### config.mk
export PLATFORM = sky130hd
export DESIGN_NAME = can_id_arbiter
export DESIGN_NICKNAME = d
export VERILOG_FILES = /design/src/rtl/can_arb_pkg.sv /design/src/rtl/arb_id_shifter.sv /design/src/rtl/arb_bit_counter.sv /design/src/rtl/arb_ctrl.sv /design/src/rtl/can_id_arbiter.sv
export SDC_FILE = /design/constraint.sdc
export NUM_CORES = 1
export LEC_CHECK = 0
export BUFFER_PORTS_ARGS = -buffer_cell sky130_fd_sc_hd__buf_4
export CELL_PAD_IN_SITES_DETAIL_PLACEMENT = 1
export CELL_PAD_IN_SITES_GLOBAL_PLACEMENT = 2
export CORE_MARGIN = 8
export CORE_UTILIZATION = 32
export DETAILED_ROUTE_END_ITERATION = 7
export PLACE_DENSITY = 0.85
export SLEW_MARGIN = 15
export SYNTH_ARGS = -nofsm -noshare
export SYNTH_HDL_FRONTEND = slang
export SYNTH_SLANG_ARGS = --single-unit
### constraint.sdc
create_clock -name clk -period 4.03 [get_ports clk]
set_input_delay 0.2015 -clock clk [delete_from_list [all_inputs] [get_ports clk]]
set_output_delay 0.2015 -clock clk [all_outputs]
set_load 0.01 [all_outputs]
### src/rtl/can_arb_pkg.sv
// Package: shared types for the identifier arbitration unit.
// Assumes: nothing beyond IEEE 1800-2017.
package can_arb_pkg;
    typedef enum logic [1:0] {
        ARB_IDLE = 2'd0,   // waiting for a start request
        ARB_SEND = 2'd1,   // shifting identifier bits out
        ARB_LOCK = 2'd2    // lost; recessive until bus idle
    } arb_state_e;
endpackage

### src/rtl/arb_id_shifter.sv
// Identifier shift register. Holds the identifier being sent and
// presents its current bit on msb_o. It fills with ones (recessive)
// as it shifts.
// Assumes: load and shift are never high together.
module arb_id_shifter #(
    parameter int ID_W = 11
) (
    input  logic            clk,
    input  logic            rst_n,
    input  logic            load_i,
    input  logic            shift_i,
    input  logic [ID_W-1:0] ident_i,
    output logic            msb_o
);
    logic [ID_W-1:0] sh_q;

    // Capture the identifier on load, move one bit on shift.
    always_ff @(posedge clk) begin
        if (!rst_n)
            sh_q <= '1;
        else if (load_i)
            sh_q <= ident_i;
        else if (shift_i)
            sh_q <= {sh_q[ID_W-2:0], 1'b1};
    end

    assign msb_o = sh_q[ID_W-1];

    // after a shift the bit presented is what sat one below it.
    p_shift_order_r3: assert property (@(posedge clk) disable iff (!rst_n)
        (shift_i && !load_i) |=> (msb_o == $past(sh_q[ID_W-2])));
endmodule

### src/rtl/arb_bit_counter.sv
// Slot index counter. Counts identifier bits already compared and
// flags the last one.
// Assumes: inc_i is only raised while index is below ID_W-1.
module arb_bit_counter #(
    parameter int ID_W  = 11,
    parameter int IDX_W = $clog2(ID_W)
) (
    input  logic             clk,
    input  logic             rst_n,
    input  logic             clr_i,
    input  logic             inc_i,
    output logic [IDX_W-1:0] idx_o,
    output logic             last_o
);
    localparam logic [IDX_W-1:0] LAST_IDX = IDX_W'(ID_W - 1);

    logic [IDX_W-1:0] cnt_q;

    // Clear at frame start, step once per compared slot.
    always_ff @(posedge clk) begin
        if (!rst_n)
            cnt_q <= '0;
        else if (clr_i)
            cnt_q <= '0;
        else if (inc_i)
            cnt_q <= cnt_q + 1'b1;
    end

    assign idx_o  = cnt_q;
    assign last_o = (cnt_q == LAST_IDX);

    // the index never runs past the identifier width.
    p_idx_bound_r3: assert property (@(posedge clk) disable iff (!rst_n)
        cnt_q <= LAST_IDX);
endmodule

### src/rtl/arb_ctrl.sv
// Arbitration sequencer. Decides on each slot strobe whether to advance,
// withdraw or finish, and emits the registered win/loss pulses.
// Assumes: tx_bit_i is the bit driven in the current slot and bus_rx_i
// is the bus level sampled for that same slot.
module arb_ctrl
    import can_arb_pkg::*;
#(
    parameter int IDX_W = 4
) (
    input  logic             clk,
    input  logic             rst_n,
    input  logic             start_i,
    input  logic             slot_i,
    input  logic             tx_bit_i,
    input  logic             bus_rx_i,
    input  logic             bus_idle_i,
    input  logic             last_i,
    input  logic [IDX_W-1:0] idx_i,
    output logic             load_o,
    output logic             shift_o,
    output logic             clr_o,
    output logic             sending_o,
    output logic             won_o,
    output logic             lost_o,
    output logic [IDX_W-1:0] lost_idx_o
);
    arb_state_e state_q, state_d;
    logic       lose_now;

    // A recessive bit overwritten by a dominant one means we were outranked.
    assign lose_now = slot_i && tx_bit_i && !bus_rx_i;

    // Next-state and datapath strobes.
    always_comb begin
        state_d = state_q;
        load_o  = 1'b0;
        shift_o = 1'b0;
        clr_o   = 1'b0;
        unique case (state_q)
            ARB_IDLE: begin
                if (start_i) begin
                    load_o  = 1'b1;
                    clr_o   = 1'b1;
                    state_d = ARB_SEND;
                end
            end
            ARB_SEND: begin
                if (lose_now)
                    state_d = ARB_LOCK;
                else if (slot_i && last_i)
                    state_d = ARB_IDLE;
                else if (slot_i)
                    shift_o = 1'b1;
            end
            ARB_LOCK: begin
                if (bus_idle_i)
                    state_d = ARB_IDLE;
            end
            default: state_d = ARB_IDLE;
        endcase
    end

    // State register.
    always_ff @(posedge clk) begin
        if (!rst_n)
            state_q <= ARB_IDLE;
        else
            state_q <= state_d;
    end

    // One-cycle outcome pulses and the captured loss index.
    always_ff @(posedge clk) begin
        if (!rst_n) begin
            won_o      <= 1'b0;
            lost_o     <= 1'b0;
            lost_idx_o <= '0;
        end else begin
            won_o  <= (state_q == ARB_SEND) && slot_i && last_i && !lose_now;
            lost_o <= (state_q == ARB_SEND) && lose_now;
            if ((state_q == ARB_SEND) && lose_now)
                lost_idx_o <= idx_i;
        end
    end

    assign sending_o = (state_q == ARB_SEND);

    // outcome pulses are mutually exclusive.
    p_pulse_excl_r7: assert property (@(posedge clk) disable iff (!rst_n)
        !(won_o && lost_o));
    // a win lasts one cycle.
    p_won_single_r6: assert property (@(posedge clk) disable iff (!rst_n)
        won_o |=> !won_o);
    // a loss lasts one cycle.
    p_lost_single_r4: assert property (@(posedge clk) disable iff (!rst_n)
        lost_o |=> !lost_o);
    // a lockout ends only through bus idle.
    p_lock_hold_r5: assert property (@(posedge clk) disable iff (!rst_n)
        (state_q == ARB_LOCK && !bus_idle_i) |=> (state_q == ARB_LOCK));
endmodule

### src/rtl/can_id_arbiter.sv
// Top of the identifier arbitration unit. Joins the shifter, the slot
// counter and the sequencer, and forces the bus output recessive
// whenever no identifier is being sent.
// Assumes: bus_rx_i is already synchronised and sampled for the slot
// marked by slot_i; slot_i is a single-cycle strobe.
module can_id_arbiter #(
    parameter int ID_W  = 11,
    parameter int IDX_W = $clog2(ID_W)
) (
    input  logic             clk,
    input  logic             rst_n,
    input  logic             start_i,
    input  logic [ID_W-1:0]  ident_i,
    input  logic             slot_i,
    input  logic             bus_rx_i,
    input  logic             bus_idle_i,
    output logic             tx_o,
    output logic             busy_o,
    output logic             won_o,
    output logic             lost_o,
    output logic [IDX_W-1:0] lost_idx_o
);
    logic             load, shift, clr, sending, cur_bit, last;
    logic [IDX_W-1:0] idx;

    arb_id_shifter #(.ID_W(ID_W)) u_shift (
        .clk     (clk),
        .rst_n   (rst_n),
        .load_i  (load),
        .shift_i (shift),
        .ident_i (ident_i),
        .msb_o   (cur_bit)
    );

    arb_bit_counter #(.ID_W(ID_W), .IDX_W(IDX_W)) u_cnt (
        .clk    (clk),
        .rst_n  (rst_n),
        .clr_i  (clr),
        .inc_i  (shift),
        .idx_o  (idx),
        .last_o (last)
    );

    arb_ctrl #(.IDX_W(IDX_W)) u_ctrl (
        .clk        (clk),
        .rst_n      (rst_n),
        .start_i    (start_i),
        .slot_i     (slot_i),
        .tx_bit_i   (cur_bit),
        .bus_rx_i   (bus_rx_i),
        .bus_idle_i (bus_idle_i),
        .last_i     (last),
        .idx_i      (idx),
        .load_o     (load),
        .shift_o    (shift),
        .clr_o      (clr),
        .sending_o  (sending),
        .won_o      (won_o),
        .lost_o     (lost_o),
        .lost_idx_o (lost_idx_o)
    );

    // Drive the identifier bit only while contending; recessive otherwise.
    assign tx_o   = sending ? cur_bit : 1'b1;
    assign busy_o = sending;

    // every loss traces back to a recessive-driven, dominant-read strobe.
    p_loss_cause_r4: assert property (@(posedge clk) disable iff (!rst_n)
        lost_o |-> $past(slot_i && tx_o && !bus_rx_i));
    // right after a loss the node is off the wire.
    p_loss_recessive_r5: assert property (@(posedge clk) disable iff (!rst_n)
        lost_o |-> (tx_o && !busy_o));
    // without a strobe the driven bit holds during transmission.
    p_hold_no_slot_r3: assert property (@(posedge clk) disable iff (!rst_n)
        (busy_o && $past(busy_o) && !$past(slot_i)) |-> (tx_o == $past(tx_o)));
    // a dominant bit never ends in a loss.
    p_dominant_safe_r9: assert property (@(posedge clk) disable iff (!rst_n)
        (busy_o && !tx_o && slot_i) |=> !lost_o);
endmodule

==> impl_metrics.py, run 1 <==
metrics = {
    "drt": {
        "ant_nets": 0,
        "routedWlPerCell_um": 13.3,
        "vias": 842,
        "route.detailed.drc": 0,
        "vias_per_cell": 4.60,
        "first_iter_violations": 50,
        "routed_wl_mm": 2.44,
        "dr.pass1.iters": 4,
    },
    "power_and_ir_drop": {
        "p_leak_nw": 0.519,
        "p_sw_mw": 0.109,
        "total_power_mw": 0.412,
        "power_frac_clock_pct": 26.1,
        "peakVddDrop_mv": 0.160,
        "swShare_pct": 26.5,
        "powerDensity_mw_per_mm2": 333,
        "comb_power_share_pct": 14.0,
        "internal-power_mw": 0.303,
        "pwr-share-seq_pct": 59.9,
    },
    "final_layout": {
        "fillers": 388,
        "drive_gt1_share_pct": 23.0,
        "utilization_pct": 40.5,
        "num-nets-final": 159,
        "area_delta_synth_final_pct": 21.2,
        "diodes": 0,
        "fin_cells": 183,
        "stdcell_area_mm2": 0.00124,
    },
    "critical_path": {
        "cp_max_fo": 9,
        "crit_type": "flip-flop to flip-flop",
        "r2r_slack_ns": 2.19,
        "crit_arrival_ns": 2.02,
        "cp-end-kind": "flip-flop",
        "ff2ff_path_depth": 6,
        "critPathTopFamily": "simple AND/OR/NAND/NOR gates",
        "worstPathCellList": "inv_1 -> ha_1 -> and3b_1 -> or3_1 -> nand2_1 -> a31oi_1",
        "critPathBufInv": 1,
        "reg2reg_from": "u_cnt.idx_o[0]",
        "startpoint": "u_cnt.idx_o[0]",
        "critical-path-slowest-cell": "or3_1",
        "worst_r2r_endpoint": "u_shift.sh_q[6]",
        "cp_slowest_stage_delay_ns": 0.56,
        "required_ns": 4.21,
        "startpoint_type": "flip-flop",
    },
    "cts": {
        "cts.clk_slew.worst_paths_ns": 0.13,
        "cts_root_buffer": "clkbuf_4",
        "cts_buffers": 3,
        "clock-sinks": 23,
        "cts-htree-levels": 1,
        "ctsHoldBuffers": 0,
        "cts_tree": "yes",
        "clockBufferDepth": 2,
        "postCtsSetupRepairBufs": 0,
        "clk_latency_ns": 0.31,
        "post_cts_resized": 0,
    },
    "outcome": {
        "status": "completed",
    },
    "die": {
        "die_y_um": 72.5,
        "fp.dieW_um": 72.5,
        "die_area_mm2": 0.00525,
        "start_util_pct": 33.4,
        "design.core.area_mm2": 0.00305,
        "ios": 25,
        "num_rows": 20,
    },
    "timing": {
        "fin_tns_setup_ns": 0,
        "setup_slack_ns": 2.19,
        "slew_headroom_pct": 53.1,
        "tightest_slew_ns": 0.702,
        "setup_viol": 0,
        "min_period_ns": 1.84,
        "finalClockSkew_ns": 0.0101,
        "rsz0062_at_grt": "no",
        "post-route-period-util_pct": 45.8,
        "hold_viol_final": 0,
        "max_freq_mhz": 542,
        "whs_ns": 0.137,
        "slew_viol_final": 0,
    },
    "placement": {
        "dp_slack_ns": 2.17,
        "place.gp.congestion": 0.782,
        "dp_cells": 179,
        "postPlaceCellArea_mm2": 0.00121,
        "hpwlAfterDp_mm": 1.86,
        "portBuffers": 24,
    },
    "global_routing": {
        "grt_pass1_vias": 923,
        "grt_pass1_wl_mm": 4.21,
        "grt.overflow.total": 0,
        "grt_max_degree": 15,
        "grt.total_usage_pct": 9.84,
        "antenna_found_initial": 0,
    },
    "hold_path": {
        "hold_depth": 3,
        "worst_hold_path.endpoint": "u_shift.sh_q[5]",
        "hold_class": "input port to flip-flop",
        "hp-start": "ident_i[5]",
    },
    "synthesis": {
        "syn_area_per_cell_um2": 8.72,
        "ys_ff_latch": 23,
        "ys_types": 30,
        "syn-num-nets": 136,
        "syn_inst": 117,
        "syn-cell-area_mm2": 0.00102,
        "yosysWarnings": 0,
        "ys_seq_area_share_pct": 45.2,
    },
    "flow_run": {
        "cap_violations": 0,
    },
}
cell usage in the layout, fill, tap and decap left out, types with 2 or more instances in the layout:
master,instances
ha_1,2
clkbuf_4,3
nor3b_1,2
o21ai_0,2
xnor2_1,3
nor3_1,3
dfxtp_1,23
mux2i_1,4
buf_4,24
inv_1,2
nor2_1,16
nor2b_1,7
a31oi_1,10
nand2_1,23
how the worst max path moves through the flow:
| stage | end | slack, ns | depth (start not counted) |
|---|---|---|---|
| after global placement | u_shift.sh_q[3] | 2.26 | 6 |
| after global routing | u_shift.sh_q[2] | 2.04 | 6 |
| after detailed placement | u_shift.sh_q[6] | 2.17 | 6 |
| final | u_shift.sh_q[6] | 2.19 | 6 |
| after CTS | u_shift.sh_q[6] | 2.16 | 6 |
| after floorplan | u_shift.sh_q[2] | 2.38 | 8 |
power by group through the flow:
| stage | clock network (mW) | registers (mW) | logic, mW |
|---|---|---|---|
| 2_1_floorplan | 0 | 0.250 | 0.0372 |
| 3_3_place_gp | 0 | 0.251 | 0.0563 |
| 3_5_place_dp | 0 | 0.252 | 0.0587 |
| 4_1_cts | 0.112 | 0.247 | 0.0589 |
| 5_1_grt | 0.119 | 0.248 | 0.0653 |
| 6_report | 0.108 | 0.247 | 0.0576 |
Yosys cell counts:
master	number	area share, %
o31ai_1	1	0.74
o21a_1	1	0.74
nor3_1	3	1.5
nand3_1	1	0.49
a21oi_1	1	0.49
and3_1	1	0.61
clkbuf_1	1	0.37
a211oi_2	1	1.2
a31oi_1	10	6.1
buf_6	3	3.3
nor4b_2	1	1.5
and2b_1	1	0.74
nand3b_2	1	1.1
nor2_1	16	5.9
buf_2	1	0.49
and2_1	1	0.61
o21ai_0	2	0.98
dfxtp_1	23	45
mux2i_1	4	3.9
nor2b_1	7	4.3
ha_1	2	2.5
xnor2_1	3	2.6
buf_1	1	0.37
and3b_1	1	0.86
or3_1	1	0.61
nor3_4	1	1.6
nand2b_1	1	0.61
nand2_1	23	8.5
inv_1	2	0.74
nor3b_1	2	1.5
layer usage:
| layer | vias up | wire length, µm | GRT usage, % |
|---|---|---|---|
| li1 | 437 | - | - |
| met1 | 382 | 1130 | 10.9 |
| met2 | 21 | 1130 | 17.2 |
| met3 | 2 | 164 | 3.99 |
| met4 | 0 | 15 | 2.00 |
| met5 | - | 0 | 0 |
cell families (layout without fill, tap and decap cells):
logic type | after synthesis | in the layout | share of synthesized area [%]
multiplexers | 4 | 4 | 3.93
buffers and inverters | 8 | 30 | 5.27
flip-flops | 23 | 23 | 45.2
XOR/XNOR | 3 | 3 | 2.58
AO/OA/AOI/OAI | 16 | 16 | 10.3
AND/OR/NAND/NOR | 61 | 61 | 30.3
adder cells (fa/ha/maj) | 2 | 2 | 2.45
cell type report:
| cell class | instances | area, µm² | share of cell area (%) |
|---|---|---|---|
| Clock inverter | 1 | 5.00 | 0.405 |
| Inverter | 2 | 7.51 | 0.607 |
| Sequential cell | 23 | 460 | 37.2 |
| Clock buffer | 3 | 22.5 | 1.82 |
| Timing Repair Buffer | 24 | 180 | 14.6 |
| Multi-Input combinational cell | 86 | 505 | 40.9 |
| Tap cell | 44 | 55.1 | 4.45 |
sequential cells by signal, summed over array words and instances (netlist names):
name               cells
u_cnt.idx_o            4
u_ctrl.lost_idx_o      4
u_ctrl.lost_o          1
u_ctrl.state_q         2
u_ctrl.won_o           1
u_shift.sh_q          11
worst min-delay path, stage by stage:
cell,delay (ns)
buf_4,0.07
nor2_1,0.03
a31oi_1,0.11
Note: power is estimated with default switching activity, not from simulation.
==> run 2, diff against run 1 <==
--- a/config.mk
+++ b/config.mk
@@ -9,9 +9,9 @@
 export CELL_PAD_IN_SITES_DETAIL_PLACEMENT = 1
 export CELL_PAD_IN_SITES_GLOBAL_PLACEMENT = 2
 export CORE_MARGIN = 8
-export CORE_UTILIZATION = 32
+export CORE_UTILIZATION = 27
 export DETAILED_ROUTE_END_ITERATION = 7
-export PLACE_DENSITY = 0.85
+export PLACE_DENSITY = 0.77
 export SLEW_MARGIN = 15
 export SYNTH_ARGS = -nofsm -noshare
 export SYNTH_HDL_FRONTEND = slang
==> constraint.sdc (replaced) <==
create_clock -name clk -period 1.6 [get_ports clk]
set_input_delay 0.08 -clock clk [delete_from_list [all_inputs] [get_ports clk]]
set_output_delay 0.08 -clock clk [all_outputs]
set_load 0.01 [all_outputs]
==> run 2 against run 1 <==
- via count grew 7.0%
- sequential cell count unchanged
- sequential share of layout area fell by 2.9 points
- design area rose by 8.7%
- register-to-register slack worse by 2.1 ns
==> impl_metrics.py, run 2 (synthesis gave the netlist of run 1 again) <==
metrics = {
    "drt": {
        "vias_per_cell": 4.57,
        "vias": 901,
        "dr.pass1.iters": 4,
        "routedWlPerCell_um": 13.4,
        "first_iter_violations": 43,
        "route.detailed.drc": 0,
        "ant_nets": 0,
        "routed_wl_mm": 2.64,
    },
    "final_layout": {
        "utilization_pct": 37.0,
        "area_delta_synth_final_pct": 31.8,
        "largest_reg_flops": 11,
        "stdcell_area_mm2": 0.00134,
        "most-common-layout-cells": "buf_4, nand2_1, dfxtp_1",
        "diodes": 0,
        "largest-register": "u_shift.sh_q",
        "layout_commonest_cell": "buf_4",
        "fillers": 449,
        "num-nets-final": 169,
        "drive_gt1_share_pct": 28.9,
    },
    "timing": {
        "max_freq_mhz": 655,
        "fin_tns_setup_ns": 0,
        "hold_viol_final": 0,
        "setup_viol": 0,
        "slew_headroom_pct": 81.4,
        "post-route-period-util_pct": 95.4,
        "finalClockSkew_ns": 0.00648,
        "whs_ns": 0.0668,
        "slew_viol_final": 0,
        "tightest_slew_ns": 0.279,
        "min_period_ns": 1.53,
    },
    "critical_path": {
        "crit_arrival_ns": 1.68,
        "startpoint_type": "flip-flop",
        "crit_type": "flip-flop to flip-flop",
        "cp-end-kind": "flip-flop",
        "required_ns": 1.76,
        "cp_max_fo": 4,
    },
    "cts": {
        "cts-htree-levels": 1,
        "clockBufferDepth": 2,
        "clock-sinks": 23,
        "cts_buffers": 3,
        "cts_tree": "yes",
        "clk_latency_ns": 0.27,
        "ctsHoldBuffers": 0,
        "cts_root_buffer": "clkbuf_8",
        "cts.clk_slew.worst_paths_ns": 0.09,
    },
    "hold_path": {
        "hold_class": "input port to flip-flop",
    },
    "outcome": {
        "status": "completed",
    },
    "die": {
        "start_util_pct": 28.1,
        "design.core.area_mm2": 0.00363,
        "die_area_mm2": 0.00600,
        "fp.dieW_um": 77.5,
        "die_y_um": 77.5,
        "num_rows": 22,
        "ios": 25,
    },
    "power_and_ir_drop": {
        "powerDensity_mw_per_mm2": 863,
        "peakVddDrop_mv": 0.229,
        "p_leak_nw": 0.577,
        "total_power_mw": 1.16,
    },
    "flow_run": {
        "cap_violations": 0,
    },
    "placement": {
        "postPlaceCellArea_mm2": 0.00129,
        "hpwlAfterDp_mm": 2.02,
        "place.gp.congestion": 0.689,
        "portBuffers": 24,
    },
    "global_routing": {
        "grt_pass1_wl_mm": 4.47,
        "grt_pass1_vias": 932,
        "grt_max_degree": 14,
        "antenna_found_initial": 0,
        "grt.overflow.total": 0,
        "grt.total_usage_pct": 9.08,
    },
}
## run 2: cell count changes in the layout (fill, tap and decap cells not counted)
cell and delta:
or3_4 +1, clkinv_2 -1, dfxtp_2 +1, buf_4 +9
or3_1 -1, clkbuf_1 +1, clkbuf_4 -3, buf_6 +1
clkbuf_8 +3, dfxtp_1 -1
## run 2: path summary, 6_finish.rpt
kind	start	to	slack, ns	depth (start not counted)
setup / recovery	u_cnt.idx_o[0]	u_cnt.idx_o[2]	0.07	7
hold / removal	rst_n	u_shift.sh_q[0]	0.07	2
setup reg to reg	u_cnt.idx_o[0]	u_cnt.idx_o[2]	0.07	7
hold reg to reg	u_shift.sh_q[6]	u_shift.sh_q[7]	0.48	2
## run 2: metrics by stage
step	worst slack, ns	cells
after global routing	-0.00150	197
after floorplan	0.0533	117
after detailed placement	0.0161	193
final	0.0741	197
after CTS	0.0103	197
after global placement	0.0905	193
## run 2: worst max-delay path: stages, from the launching register on
cell and delay [ns]:
dfxtp_2 0.33, inv_1 0.04, ha_1 0.18, and3b_1 0.21, buf_4 0.16, nor4b_2 0.30
xnor2_1 0.15, nor2_1 0.05
## run 2: layer usage
layer,GRT usage (%),wire [µm],vias to the layer above
met5,0,0,-
met2,14.2,1220,17
met3,1.38,86,5
met4,6.23,72,0
li1,-,-,455
met1,11.2,1260,424
## run 2: cell type report
class | count | area, µm² | share of cell area (%)
Inverter | 2 | 7.51 | 0.559
Clock buffer | 4 | 45.0 | 3.35
Sequential cell | 23 | 462 | 34.4
Multi-Input combinational cell | 86 | 510 | 38.0
Tap cell | 48 | 60.1 | 4.47
Timing Repair Buffer | 34 | 259 | 19.3
## run 2: power by group
group	internal (mW)	switching (mW)	leakage (nW)
Sequential	0.602	0.0176	0.188
Combinational	0.0870	0.0846	0.366
Clock	0.178	0.192	0.0228
## run 2: what timing repair did
action	in CTS	in global routing
buffers inserted	0	0
setup endpoints to repair	0	9
resized for setup	0	2
==> run 3, diff against run 2 <==
--- a/config.mk
+++ b/config.mk
@@ -10,9 +10,9 @@
 export CELL_PAD_IN_SITES_GLOBAL_PLACEMENT = 2
 export CORE_MARGIN = 8
 export CORE_UTILIZATION = 27
+export CTS_CLUSTER_DIAMETER = 40
 export DETAILED_ROUTE_END_ITERATION = 7
-export PLACE_DENSITY = 0.77
-export SLEW_MARGIN = 15
+export PLACE_DENSITY = 0.75
 export SYNTH_ARGS = -nofsm -noshare
 export SYNTH_HDL_FRONTEND = slang
 export SYNTH_SLANG_ARGS = --single-unit
==> run 3 against run 2 <==
- clock power decreased by 3%
- clock skew decreased by 0.0034 ns
- design area increased by 0.56%
- non-clock buffer count decreased by 1
- highest routed layer unchanged
- global-route usage decreased by 0.48 points
- critical path depth unchanged
- first-iteration DRC count decreased by 7.0%
- die area unchanged
- sequential cell count unchanged
- sequential share of layout area decreased by 0.19 points
- utilization increased by 0.21 points
- largest power group unchanged
- worst setup slack got worse by 0.023 ns
==> impl_metrics.py, run 3 (synthesis gave the netlist of run 1 again) <==
metrics = {
    "outcome": {
        "status": "completed",
    },
    "cts": {
        "postCtsSetupRepairBufs": 0,
        "clk_latency_ns": 0.26,
        "cts_buffers": 3,
        "cts_root_buffer": "clkbuf_8",
        "cts-htree-levels": 1,
        "clock-sinks": 23,
        "clockBufferDepth": 2,
        "cts.clk_slew.worst_paths_ns": 0.08,
        "ctsHoldBuffers": 0,
        "post_cts_resized": 0,
        "cts_tree": "yes",
    },
    "drt": {
        "dr.pass1.iters": 4,
        "routed_wl_mm": 2.59,
        "first_iter_violations": 40,
        "vias_per_cell": 4.65,
        "vias": 912,
        "route.detailed.drc": 0,
        "ant_nets": 0,
        "routedWlPerCell_um": 13.2,
    },
    "placement": {
        "portBuffers": 24,
        "place.gp.congestion": 0.763,
        "hpwlAfterDp_mm": 1.93,
        "dp_slack_ns": 0.0172,
    },
    "critical_path": {
        "required_ns": 1.76,
        "crit_type": "flip-flop to flip-flop",
        "reg2reg_from": "u_cnt.idx_o[0]",
        "startpoint_type": "flip-flop",
        "cp_max_fo": 5,
        "cp-end-kind": "flip-flop",
        "ff2ff_path_depth": 7,
        "crit_arrival_ns": 1.71,
        "r2r_slack_ns": 0.05,
        "worst_r2r_endpoint": "u_cnt.idx_o[2]",
    },
    "global_routing": {
        "grt_max_degree": 13,
        "grt_pass1_wl_mm": 4.40,
        "grt.overflow.total": 0,
        "grt_pass1_vias": 966,
        "antenna_found_initial": 0,
        "grt.total_usage_pct": 8.60,
    },
    "timing": {
        "fin_tns_setup_ns": 0,
        "slew_headroom_pct": 77.2,
        "post-route-period-util_pct": 96.8,
        "setup_viol": 0,
        "hold_viol_final": 0,
        "tightest_slew_ns": 0.342,
        "max_freq_mhz": 646,
        "setup_slack_ns": 0.0515,
        "slew_viol_final": 0,
        "min_period_ns": 1.55,
        "finalClockSkew_ns": 0.00304,
    },
    "power_and_ir_drop": {
        "powerDensity_mw_per_mm2": 849,
        "internal-power_mw": 0.864,
        "peakVddDrop_mv": 0.417,
        "pwr-share-seq_pct": 54.1,
        "p_leak_nw": 0.576,
        "swShare_pct": 24.7,
        "comb_power_share_pct": 14.7,
        "p_sw_mw": 0.283,
        "power_frac_clock_pct": 31.3,
        "total_power_mw": 1.15,
    },
    "final_layout": {
        "layout_commonest_cell": "buf_4",
        "utilization_pct": 37.2,
        "largest-register": "u_shift.sh_q",
        "area_delta_synth_final_pct": 32.5,
        "largest_reg_flops": 11,
        "diodes": 0,
        "most-common-layout-cells": "buf_4, nand2_1, dfxtp_1",
        "drive_gt1_share_pct": 29.7,
        "num-nets-final": 168,
    },
    "die": {
        "die_area_mm2": 0.00600,
        "start_util_pct": 28.1,
        "ios": 25,
        "design.core.area_mm2": 0.00363,
        "num_rows": 22,
        "die_y_um": 77.5,
        "fp.dieW_um": 77.5,
    },
    "hold_path": {
        "hold_class": "input port to flip-flop",
        "worst_hold_path.endpoint": "u_shift.sh_q[0]",
        "hold_depth": 3,
        "hp-start": "ident_i[0]",
    },
    "flow_run": {
        "cap_violations": 0,
    },
}
==> run 3: power groups by stage <==
stage          combinational [mW]  clock (mW)  sequential (mW)
2_1_floorplan              0.0937           0            0.629
3_3_place_gp                0.161           0            0.632
3_5_place_dp                0.165           0            0.632
4_1_cts                     0.166       0.381            0.619
5_1_grt                     0.190       0.404            0.624
6_report                    0.168       0.359            0.620
==> run 3: cell type report <==
cell class | count | area [µm²]
fillers | 455 | 2280
inverters | 2 | 7.51
well taps | 48 | 60.1
flip-flops and latches | 23 | 462
multi-input cells | 86 | 526
clock buffers | 4 | 45.0
repair buffers | 33 | 251
==> run 3: worst max path at each step <==
| stage | startpoint | endpoint | slack (ns) | cells past startpoint |
|---|---|---|---|---|
| 2_1_floorplan | u_cnt.idx_o[0] | u_shift.sh_q[2] | 0.05 | 8 |
| 3_3_place_gp | u_cnt.idx_o[0] | u_shift.sh_q[8] | 0.04 | 6 |
| 5_1_grt | u_cnt.idx_o[0] | u_cnt.idx_o[2] | -0.03 | 7 |
| 4_1_cts | u_cnt.idx_o[0] | u_shift.sh_q[9] | 0.007 | 6 |
| 3_5_place_dp | u_cnt.idx_o[0] | u_shift.sh_q[3] | 0.02 | 6 |
| 6_report | u_cnt.idx_o[0] | u_cnt.idx_o[2] | 0.05 | 7 |
==> run 3: critical path: stages, from the launching register on <==
cell	delay, ns
dfxtp_2	0.33
inv_1	0.04
ha_1	0.17
and3b_2	0.24
buf_4	0.16
nor4b_4	0.31
xnor2_1	0.15
nor2_1	0.05
==> run 3: metrics by stage <==
stage                     hold WS [ns]  std cells  instance area, µm²
after floorplan                  0.246        117                1020
after global placement           0.337        192                1280
after detailed placement         0.348        192                1280
after CTS                       0.0657        196                1330
after global routing            0.0812        196                1350
final                           0.0680        196                1350
==> run 3: layer usage <==
metal  share of wire, %  vias up  global-route usage, %
met5                  0        -                      0
met4               0.46        0                   1.70
met3                6.5        3                   3.46
met2                 49       23                   14.8
met1                 44      434                   9.77
li1                   -      452                      -
